$ cat config.mk
export PLATFORM = sky130hd
export DESIGN_NAME = status_pkt_gen
export DESIGN_NICKNAME = d
export VERILOG_FILES = /design/src/rtl/status_pkt_pkg.sv /design/src/rtl/status_pkt_cfg.sv /design/src/rtl/status_pkt_bytes.sv /design/src/rtl/status_pkt_fsm.sv /design/src/rtl/status_pkt_gen.sv
export SDC_FILE = /design/constraint.sdc
export NUM_CORES = 1
export LEC_CHECK = 0
export BUFFER_PORTS_ARGS = -buffer_cell sky130_fd_sc_hd__buf_4
export CAP_MARGIN = 20
export CORE_ASPECT_RATIO = 0.75
export CORE_MARGIN = 3
export CORE_UTILIZATION = 35
export DETAILED_ROUTE_END_ITERATION = 8
export GPL_TIMING_DRIVEN = 0
export SYNTH_ARGS = -nofsm -noshare
export SYNTH_HDL_FRONTEND = slang
export SYNTH_SLANG_ARGS = --single-unit
$ cat constraint.sdc
create_clock -name clk -period 2.1 [get_ports clk]
set_input_delay 0.315 -clock clk [delete_from_list [all_inputs] [get_ports clk]]
set_output_delay 0.315 -clock clk [all_outputs]
set_load 0.05 [all_outputs]
$ cat src/rtl/status_pkt_pkg.sv
package status_pkt_pkg;

  typedef enum logic [1:0] {
    ST_IDLE = 2'd0,
    ST_REQ  = 2'd1,
    ST_SEND = 2'd2
  } pkt_state_t;

  localparam logic [1:0] MODE_OFF  = 2'd0;
  localparam logic [1:0] MODE_ONCE = 2'd1;
  localparam logic [1:0] MODE_AUTO = 2'd3;

  // number of status bytes that follow the sequence byte (at least one)
  function automatic int trail_bytes(input int bits);
    int n;
    n = (bits - 2 + 7) / 8;
    if (n < 1) n = 1;
    return n;
  endfunction

endpackage

$ cat src/rtl/status_pkt_cfg.sv
module status_pkt_cfg
  import status_pkt_pkg::*;
#(
  parameter int SEQ_W = 6
) (
  input  logic             clk,
  input  logic             rst,
  input  logic             ctrl_we,
  input  logic [SEQ_W+1:0] ctrl_data,
  input  logic             pkt_taken,
  input  logic             pkt_done,
  input  logic             status_diff,
  output logic             send_pending,
  output logic [SEQ_W-1:0] seq
);

  logic [1:0] mode;
  logic       once_pend;
  logic       auto_kick;

  always_ff @(posedge clk) begin
    if (rst) begin
      mode      <= MODE_OFF;
      once_pend <= 1'b0;
      auto_kick <= 1'b0;
      seq       <= '0;
    end else if (ctrl_we) begin
      mode      <= ctrl_data[1:0];
      seq       <= ctrl_data[SEQ_W+1:2];
      once_pend <= (ctrl_data[1:0] == MODE_ONCE);
      auto_kick <= (ctrl_data[1:0] == MODE_AUTO);
    end else begin
      if (pkt_taken) begin
        once_pend <= 1'b0;
        auto_kick <= 1'b0;
      end
      if (pkt_done) seq <= seq + 1'b1;
    end
  end

  assign send_pending = once_pend ||
                        ((mode == MODE_AUTO) && (auto_kick || status_diff));


  seq_step_chk: assert property (@(posedge clk) disable iff (rst)
    (pkt_done && !ctrl_we) |=> (seq == SEQ_W'($past(seq) + 1'b1)));


  once_clear_chk: assert property (@(posedge clk) disable iff (rst)
    (pkt_taken && !ctrl_we) |=> !once_pend);

endmodule

$ cat src/rtl/status_pkt_bytes.sv
module status_pkt_bytes #(
  parameter int PAYLOAD_BITS = 15,
  parameter int NT           = 2,
  parameter int IW           = 2
) (
  input  logic [PAYLOAD_BITS-1:0] snap,
  input  logic [IW-1:0]           idx,
  output logic [7:0]              trail_byte
);

  localparam int PW = 2 + 8 * NT;

  logic [PW-1:0] padded;
  logic [7:0]    tb [NT+1];

  assign padded = PW'(snap);
  assign tb[0]  = 8'h00;

  for (genvar j = 1; j <= NT; j++) begin : g_trail
    assign tb[j] = padded[8*j-6 +: 8];
  end

  always_comb begin
    trail_byte = 8'h00;
    for (int k = 1; k <= NT; k++) begin
      if (idx == IW'(k)) trail_byte = tb[k];
    end
  end

endmodule

$ cat src/rtl/status_pkt_fsm.sv
module status_pkt_fsm
  import status_pkt_pkg::*;
#(
  parameter int          PAYLOAD_BITS = 15,
  parameter logic [7:0]  STATUS_ADDR  = 8'h31,
  parameter int          SEQ_W        = 6,
  parameter int          NT           = 2,
  parameter int          IW           = 2
) (
  input  logic                    clk,
  input  logic                    rst,
  input  logic                    send_pending,
  input  logic                    pkt_start,
  input  logic [PAYLOAD_BITS-1:0] status,
  input  logic [SEQ_W-1:0]        seq,
  input  logic [7:0]              trail_byte,
  output logic                    pkt_req,
  output logic [7:0]              pkt_byte,
  output logic [PAYLOAD_BITS-1:0] snap,
  output logic [IW-1:0]           idx,
  output logic                    pkt_taken,
  output logic                    pkt_done
);

  localparam logic [IW-1:0] LAST = IW'(NT);

  pkt_state_t state;

  assign pkt_taken = (state == ST_REQ) && pkt_start;
  assign pkt_done  = (state == ST_SEND) && (idx > LAST);

  always_ff @(posedge clk) begin
    if (rst) begin
      state    <= ST_IDLE;
      pkt_req  <= 1'b0;
      pkt_byte <= 8'h00;
      snap     <= '0;
      idx      <= '0;
    end else begin
      case (state)
        ST_IDLE: begin
          if (send_pending) begin
            state    <= ST_REQ;
            pkt_req  <= 1'b1;
            pkt_byte <= STATUS_ADDR;
          end
        end
        ST_REQ: begin
          if (pkt_start) begin
            state    <= ST_SEND;
            pkt_req  <= 1'b0;
            snap     <= status;
            pkt_byte <= {seq, status[1:0]};
            idx      <= IW'(1);
          end
        end
        ST_SEND: begin
          if (idx > LAST) begin
            state    <= ST_IDLE;
            pkt_byte <= 8'h00;
            idx      <= '0;
          end else begin
            pkt_byte <= trail_byte;
            idx      <= idx + 1'b1;
          end
        end
        default: begin
          state    <= ST_IDLE;
          pkt_req  <= 1'b0;
          pkt_byte <= 8'h00;
        end
      endcase
    end
  end


  req_drop_chk: assert property (@(posedge clk) disable iff (rst)
    (pkt_req && pkt_start) |=> !pkt_req);


  addr_on_req_chk: assert property (@(posedge clk) disable iff (rst)
    pkt_req |-> (pkt_byte == STATUS_ADDR));


  req_needs_pending_chk: assert property (@(posedge clk) disable iff (rst)
    $rose(pkt_req) |-> $past(send_pending));


  idle_zero_chk: assert property (@(posedge clk) disable iff (rst)
    (state == ST_IDLE) |-> (pkt_byte == 8'h00 && !pkt_req));


  snap_hold_chk: assert property (@(posedge clk) disable iff (rst)
    (state == ST_SEND && $past(state) == ST_SEND) |-> $stable(snap));

endmodule

$ cat src/rtl/status_pkt_gen.sv
module status_pkt_gen
  import status_pkt_pkg::*;
#(
  parameter int         PAYLOAD_BITS = 15,
  parameter logic [7:0] STATUS_ADDR  = 8'h31
) (
  input  logic                    clk,
  input  logic                    rst,
  input  logic                    ctrl_we,
  input  logic [7:0]              ctrl_data,
  input  logic [PAYLOAD_BITS-1:0] status,
  output logic [7:0]              pkt_byte,
  output logic                    pkt_req,
  input  logic                    pkt_start
);

  localparam int SEQ_W = 6;
  localparam int NT    = trail_bytes(PAYLOAD_BITS);
  localparam int IW    = $clog2(NT + 2);

  logic                    send_pending;
  logic [SEQ_W-1:0]        seq;
  logic [PAYLOAD_BITS-1:0] snap;
  logic [IW-1:0]           idx;
  logic [7:0]              trail_byte;
  logic                    pkt_taken;
  logic                    pkt_done;
  logic                    status_diff;

  assign status_diff = (status != snap);

  status_pkt_cfg #(.SEQ_W(SEQ_W)) u_cfg (
    .clk          (clk),
    .rst          (rst),
    .ctrl_we      (ctrl_we),
    .ctrl_data    (ctrl_data),
    .pkt_taken    (pkt_taken),
    .pkt_done     (pkt_done),
    .status_diff  (status_diff),
    .send_pending (send_pending),
    .seq          (seq)
  );

  status_pkt_bytes #(.PAYLOAD_BITS(PAYLOAD_BITS), .NT(NT), .IW(IW)) u_bytes (
    .snap       (snap),
    .idx        (idx),
    .trail_byte (trail_byte)
  );

  status_pkt_fsm #(
    .PAYLOAD_BITS (PAYLOAD_BITS),
    .STATUS_ADDR  (STATUS_ADDR),
    .SEQ_W        (SEQ_W),
    .NT           (NT),
    .IW           (IW)
  ) u_fsm (
    .clk          (clk),
    .rst          (rst),
    .send_pending (send_pending),
    .pkt_start    (pkt_start),
    .status       (status),
    .seq          (seq),
    .trail_byte   (trail_byte),
    .pkt_req      (pkt_req),
    .pkt_byte     (pkt_byte),
    .snap         (snap),
    .idx          (idx),
    .pkt_taken    (pkt_taken),
    .pkt_done     (pkt_done)
  );

endmodule

## Yosys cells after proc, flatten, opt, wreduce, memory -nomap -nowiden

Cells that the tools add are included.

| cells by class | value |
|---|---|
| magnitude comparators | 1 |
| add/subtract/negate cells | 2 |
| reductions and logical operators | 14 |
| equal/unequal tests | 11 |
| bitwise logic cells | 1 |
| mux-type cells | 21 |

Operators by type and width:

| kind | number |
|---|---|
| two-way mux 8 bit | 5 |
| one-hot mux 8 bit (3 select lines) | 1 |
| != test 15 bit | 1 |
| two-way mux 6 bit | 2 |
| two-way mux 2 bit | 5 |
| equality test 2 bit (second input constant) | 4 |
| adder 6 x 1 -> 6 bit (second input constant) | 1 |
| equality test 2 x 1 -> 1 bit (second input constant) | 3 |
| != test 2 bit (second input constant) | 3 |
| one-hot mux 2 bit (3 select lines) | 1 |
| AND reduction 2 bit | 3 |
| AND reduction 3 bit | 2 |
| nonzero test 2 bit | 3 |
| two-way mux 1 bit | 5 |
| one-hot mux 2 bit (2 select lines) | 1 |
| logical AND 1 bit | 3 |
| one-hot mux 1 bit (3 select lines) | 1 |
| adder 2 x 1 -> 2 bit (second input constant) | 1 |
| greater-than comparator 2 bit (second input constant) | 1 |
| logical NOT 2 bit | 1 |
| logical OR 1 bit | 2 |
| NOT 1 bit | 1 |

| word-level totals | value |
|---|---|
| input port bits | 27 |
| bits in registers | 38 |
| word-level logic and storage cells | 59 |
| output and inout port bits | 9 |

## Depth between registers and ports, before layout

| logic depth | value |
|---|---|
| depth after elaboration | 6 |
| mapped depth | 8 |
| gate-level depth less buffers | 8 |

## Hierarchy

Synthesis repeated with hierarchy kept, for this count alone.

| unflattened totals | value |
|---|---|
| cells, all modules | 234 |
| area, all modules | 1961.9 µm² |

By module, submodules not included:

| module | times used | cells an instance | area each (µm²) | sequential area each (µm²) |
|---|---|---|---|---|
| status_pkt_fsm | 1 | 150 | 1248.7 | 560.5 |
| status_pkt_cfg | 1 | 53 | 456.7 | 200.2 |
| status_pkt_gen | 1 | 20 | 161.4 | 0.0 |
| status_pkt_bytes | 1 | 11 | 95.1 | 0.0 |

## Least setup slack after synthesis

No wires, ideal clock.

| timing | value |
|---|---|
| kind | register -> register |
| start | register u_fsm.snap[4] |
| end | register u_fsm.pkt_byte[0] |
| data arrival time | 1.450 ns |
| period minus slack after synthesis | 1.583 ns |
| cell stages (with the launch flop) | 8 |
| path buffers | 1 |
| setup time | 0.132 ns |
| path slack | 0.517 ns |
| required time | 1.968 ns |
| cell sequence | dfxtp_1 xor2_1 nor4_2 nand4_2 a21oi_4 buf_6 and2b_1 nor3_2 |

| between the ends | value |
|---|---|
| cells in the longest elaborated chain, start to end | 6 |

Ends and longest elaborated chain:

| what | RTL line | source |
|---|---|---|
| from (decl) | status_pkt_fsm.sv:19 | `output logic [PAYLOAD_BITS-1:0] snap,` |
| from (signal assigned) | status_pkt_fsm.sv:52 | `snap <= status;` |
| != test 15 bit | status_pkt_gen.sv:30 | `assign status_diff = (status != snap);` |
| logical OR 1 bit | status_pkt_cfg.sv:42 | `((mode == MODE_AUTO) && (auto_kick \|\| status_diff));` |
| logical AND 1 bit | status_pkt_cfg.sv:42 |  |
| logical OR 1 bit | status_pkt_cfg.sv:41 | `assign send_pending = once_pend \|\|` |
| != test 2 bit (no source line) | n/a |  |
| AND reduction 2 bit (no source line) | n/a |  |
| to (signal assigned) | status_pkt_fsm.sv:53 | `pkt_byte <= {seq, status[1:0]};` |
| to (signal assigned) | status_pkt_fsm.sv:63 | `pkt_byte <= trail_byte;` |
| to (decl) | status_pkt_fsm.sv:18 | `output logic [7:0] pkt_byte,` |

Every way passes these cells.
A chain may end at the register's enable or synchronous reset.

## Worst setup path in the final report

| timing | value |
|---|---|
| start | register u_fsm.snap[0] |
| end | register u_fsm.pkt_byte[0] |

Same word-level chain as after synthesis.

==> flow_summary_export.csv <==
group,metric,value,unit
status,run_status,"complete, no violations",
sta,timing_worst_slew_pin_value,611,ps
logic_synthesis,yosys.area.top_type,"sky130_fd_sc_hd__dfxtp_1",
critical_path,critPathLaunchType,"flip-flop",
logic_synthesis,ys.flop_type,"sky130_fd_sc_hd__dfxtp_1",
run,max_cap_violations,0,
power_and_ir_drop,pwr-share-seq,50.6,%
cells_and_area,multi_input_comb_area,0.00109,sq mm
logic_synthesis,netlist_top_cells_area,"sky130_fd_sc_hd__dfxtp_1 39%, sky130_fd_sc_hd__xor2_1 9.0%, sky130_fd_sc_hd__nand2_1 7.6%",
logic_synthesis,synthCells,232,
placement,gpl.final_weighted_congestion,0.818,
power_and_ir_drop,power.density,657,mW/mm^2
sta,tns,0,ps
clocking,post_cts_buffers,0,
clocking,ctsHtreeMaxLevel,2,
placement,port_buffers,35,
logic_synthesis,number_of_flops_mapped_to_enable_cells_by_yosys,0,
global_routing,gr-usage-all-layers,15.2,%
min_path,hold_class,"primary input to flip-flop",
drt,routed-via-count,1717,
logic_synthesis,postSynth.asyncResetShare,0,%
sta,fmaxAchievable,544,MHz
cells_and_area,finalNetCount,305,
clocking,tritoncts.num_buffers,5,
power_and_ir_drop,p_switching,452,uW
sta,period_needed,1840,ps
global_routing,global_route.overflow_total,0,
sta,finalClockSkew,6.34,ps
critical_path,required_time_of_the_critical_path,2260,ps
logic_synthesis,yosysMostFrequentCell,"sky130_fd_sc_hd__nand2_1",
floorplanning,die_width,91.9,um
sta,final_max_slew_viol_count,0,
logic_synthesis,yosys_warnings,0,
clocking,cts_repair_resize_count,0,
placement,place_hpwl,3680,um
clocking,cts.path.max_buffers,2,
drt,route.detailed.vias_per_inst,4.96,
critical_path,slowest_delay,350,ps
drt,ant_nets,0,
global_routing,grt_pass1_vias,1504,
logic_synthesis,synth_cell_types,40,
cells_and_area,share_of_layout_cells_above_drive_strength_1,23.4,%
cells_and_area,antenna_cells_inserted,0,
logic_synthesis,synth-seq-area-share,39.3,%
critical_path,path_cells,"xor2_1, nor4_2, nand4_2, a21oi_4, buf_6, and2b_1, nor3_2",
global_routing,antenna_found_initial,0,
logic_synthesis,postSynthAreaPerCell,8.35,sq um
logic_synthesis,synth.cell_area,0.00194,sq mm
floorplanning,fp-row-count,22,
sta,relSlewSlack,59.2,%
critical_path,setup.worst_path.class,"flip-flop to flip-flop",
power_and_ir_drop,p_leak,0.000931,uW
drt,drt-initial-drc-count,143,
clocking,insertion_delay,290,ps
clocking,clock_pin_slew_worst_setup_and_hold_paths,70,ps
power_and_ir_drop,p_comb_share,18.9,%
clocking,root_buffer,"sky130_fd_sc_hd__clkbuf_8",
global_routing,maximum_number_of_pins_on_one_net_before_global_route_repair,11,
global_routing,grt.met1_usage,23.7,%
cells_and_area,layout.cells.non_filler,346,
critical_path,cp_num_buf_inv,1,
drt,wire_per_inst,14.0,um
placement,place.detailed.instances,339,
cells_and_area,register_area,761,sq um
clocking,cts_tree,"built",
drt,drt_first_pass_iters,4,
sta,setup_violations,0,
drt,drc,0,
power_and_ir_drop,share_clk_of_total_power,30.4,%
floorplanning,i_o_pin_count,36,
critical_path,critical_path_peak_fanout,10,
logic_synthesis,synth_commonest_cells,"39 x sky130_fd_sc_hd__nand2_1, 38 x sky130_fd_sc_hd__dfxtp_1, 26 x sky130_fd_sc_hd__a21oi_1, 21 x sky130_fd_sc_hd__nor2_1, 20 x sky130_fd_sc_hd__xor2_1",
global_routing,grt_first_pass_wirelength,7860,um
global_routing,grt.met3_usage,4.31,%
power_and_ir_drop,fin_total_pwr,1550,uW
power_and_ir_drop,internal_power,1100,uW
logic_synthesis,synth-seq-cells,38,
critical_path,critical_path_arrival,2000,ps
floorplanning,placeableCoreArea,0.00512,sq mm
floorplanning,initial_utilization,37.8,%
sta,timing.final.hold_violations,0,
clocking,cts.hold.buffers_added,0,
sta,min_period_over_period,87.6,%
sta,setup_slack,261,ps
logic_synthesis,synth_net_count,263,
placement,dp_worst_setup_slack,161,ps
cells_and_area,nFillCells,530,
power_and_ir_drop,power.share.switching,29.0,%
critical_path,timing.critical_path.max_delay_family,"simple AND/OR/NAND/NOR gates",
floorplanning,die_height,70.4,um
power_and_ir_drop,ir_worst_vdd,0.266,mV
drt,routed_wl,4860,um
global_routing,grt_util_met2,20.4,%
clocking,cts.sinks,38,
critical_path,critical_path.slowest_cell,"sky130_fd_sc_hd__nor4_2",
sta,rsz_0062_raised_after_global_routing,"no",
global_routing,grt_most_used_layer,"met1",
floorplanning,design.die.area,0.00647,sq mm
cells_and_area,area_growth_syn_to_layout,22.2,%
logic_synthesis,yosysTopAreaCellShare,39.3,%
critical_path,crit_path_end_kind,"flip-flop",
==> registers in the layout, indices dropped and copies added (netlist names) <==
register         count
u_cfg.auto_kick      1
u_cfg.mode           2
u_cfg.once_pend      1
u_cfg.seq            6
u_fsm.idx            2
u_fsm.pkt_byte       8
u_fsm.pkt_req        1
u_fsm.snap          15
u_fsm.state          2
==> metal layers <==
metal / up-vias / wire (um)
met5: - / 0
met4: 0 / 12
met3: 2 / 296
met2: 42 / 1960
met1: 791 / 2590
li1: 882 / -
==> area by class of cell <==
type | instances | share of cell area, %
tap | 72 | 3.81
sequential | 38 | 32.2
multi-input combinational | 175 | 46.1
buffer | 14 | 2.86
inverter | 5 | 0.793
timing repair buffer | 35 | 11.1
clock buffer | 7 | 3.23
==> power groups by stage <==
stage	Combinational (uW)	Sequential [uW]	Clock [uW]
global placement	293	803	0
finish	295	787	473
floorplan	145	841	0
CTS	296	787	487
detailed placement	295	803	0
global route	321	792	520
==> metrics by stage <==
| stage | hold slack [ps] | utilization [%] | cell area (sq um) |
|---|---|---|---|
| 4_1_cts | 237 | 46.2 | 2370 |
| 3_3_place_gp | 447 | 44.7 | 2290 |
| 3_5_place_dp | 444 | 44.7 | 2290 |
| 5_1_grt | 242 | 46.2 | 2370 |
| 2_1_floorplan | 408 | - | 1940 |
| 6_report | 237 | 46.2 | 2370 |
==> path summary, 6_finish.rpt <==
path                                  startpoint                              to  slack (ps)  cells after the start
setup / recovery      u_fsm.snap[0]$_SDFFE_PP0P_  u_fsm.pkt_byte[0]$_SDFFE_PP0P_         260                      7
setup reg to reg      u_fsm.snap[0]$_SDFFE_PP0P_  u_fsm.pkt_byte[0]$_SDFFE_PP0P_         260                      7
hold / removal                         pkt_start     u_fsm.state[0]$_SDFFE_PP0P_         240                      2
hold reg to reg   u_fsm.pkt_byte[6]$_SDFFE_PP0P_  u_fsm.pkt_byte[6]$_SDFFE_PP0P_         450                      2
==> cells in the final DEF (no fill, tap or decap), types with 2 or more instances in the layout <==
master                     count
sky130_fd_sc_hd__nand2_2       3
sky130_fd_sc_hd__a211oi_1      6
sky130_fd_sc_hd__nor2_1       21
sky130_fd_sc_hd__clkbuf_1     11
sky130_fd_sc_hd__or2_2         2
sky130_fd_sc_hd__clkbuf_8      5
sky130_fd_sc_hd__nor2b_1       3
sky130_fd_sc_hd__o22ai_1       2
sky130_fd_sc_hd__nor3_2        4
sky130_fd_sc_hd__a21oi_2       3
sky130_fd_sc_hd__ha_1          4
sky130_fd_sc_hd__xor2_1       20
sky130_fd_sc_hd__and3_1        3
sky130_fd_sc_hd__nor4_2        4
sky130_fd_sc_hd__o21ai_0       3
sky130_fd_sc_hd__mux2i_1       3
sky130_fd_sc_hd__buf_4        36
sky130_fd_sc_hd__buf_2         3
sky130_fd_sc_hd__a211o_1       3
sky130_fd_sc_hd__a22oi_1       2
sky130_fd_sc_hd__inv_1         5
sky130_fd_sc_hd__nand2_1      39
sky130_fd_sc_hd__dfxtp_1      38
sky130_fd_sc_hd__nand3_1       8
sky130_fd_sc_hd__a21oi_1      26
sky130_fd_sc_hd__o21ai_1       2
==> worst reg2reg max path, delay by kind of cell (launching register included) <==
family | cells | cell delay, ps
buf+inv | 1 | 190
compound gates | 1 | 260
xor+xnor | 1 | 170
flops | 1 | 330
simple gates | 4 | 760
==> cell families after synthesis <==
kind of cell | Yosys count | share of synthesized area, %
and+or+nand+nor | 93 | 24.7
AOI/OAI and AO/OA | 55 | 18.4
DFF | 38 | 39.3
xor gates and xnor gates | 20 | 9.04
buffers and inverters | 19 | 4.46
adders and majority gates | 4 | 2.58
muxes | 3 | 1.55
Power figures use the tool's default switching activity.
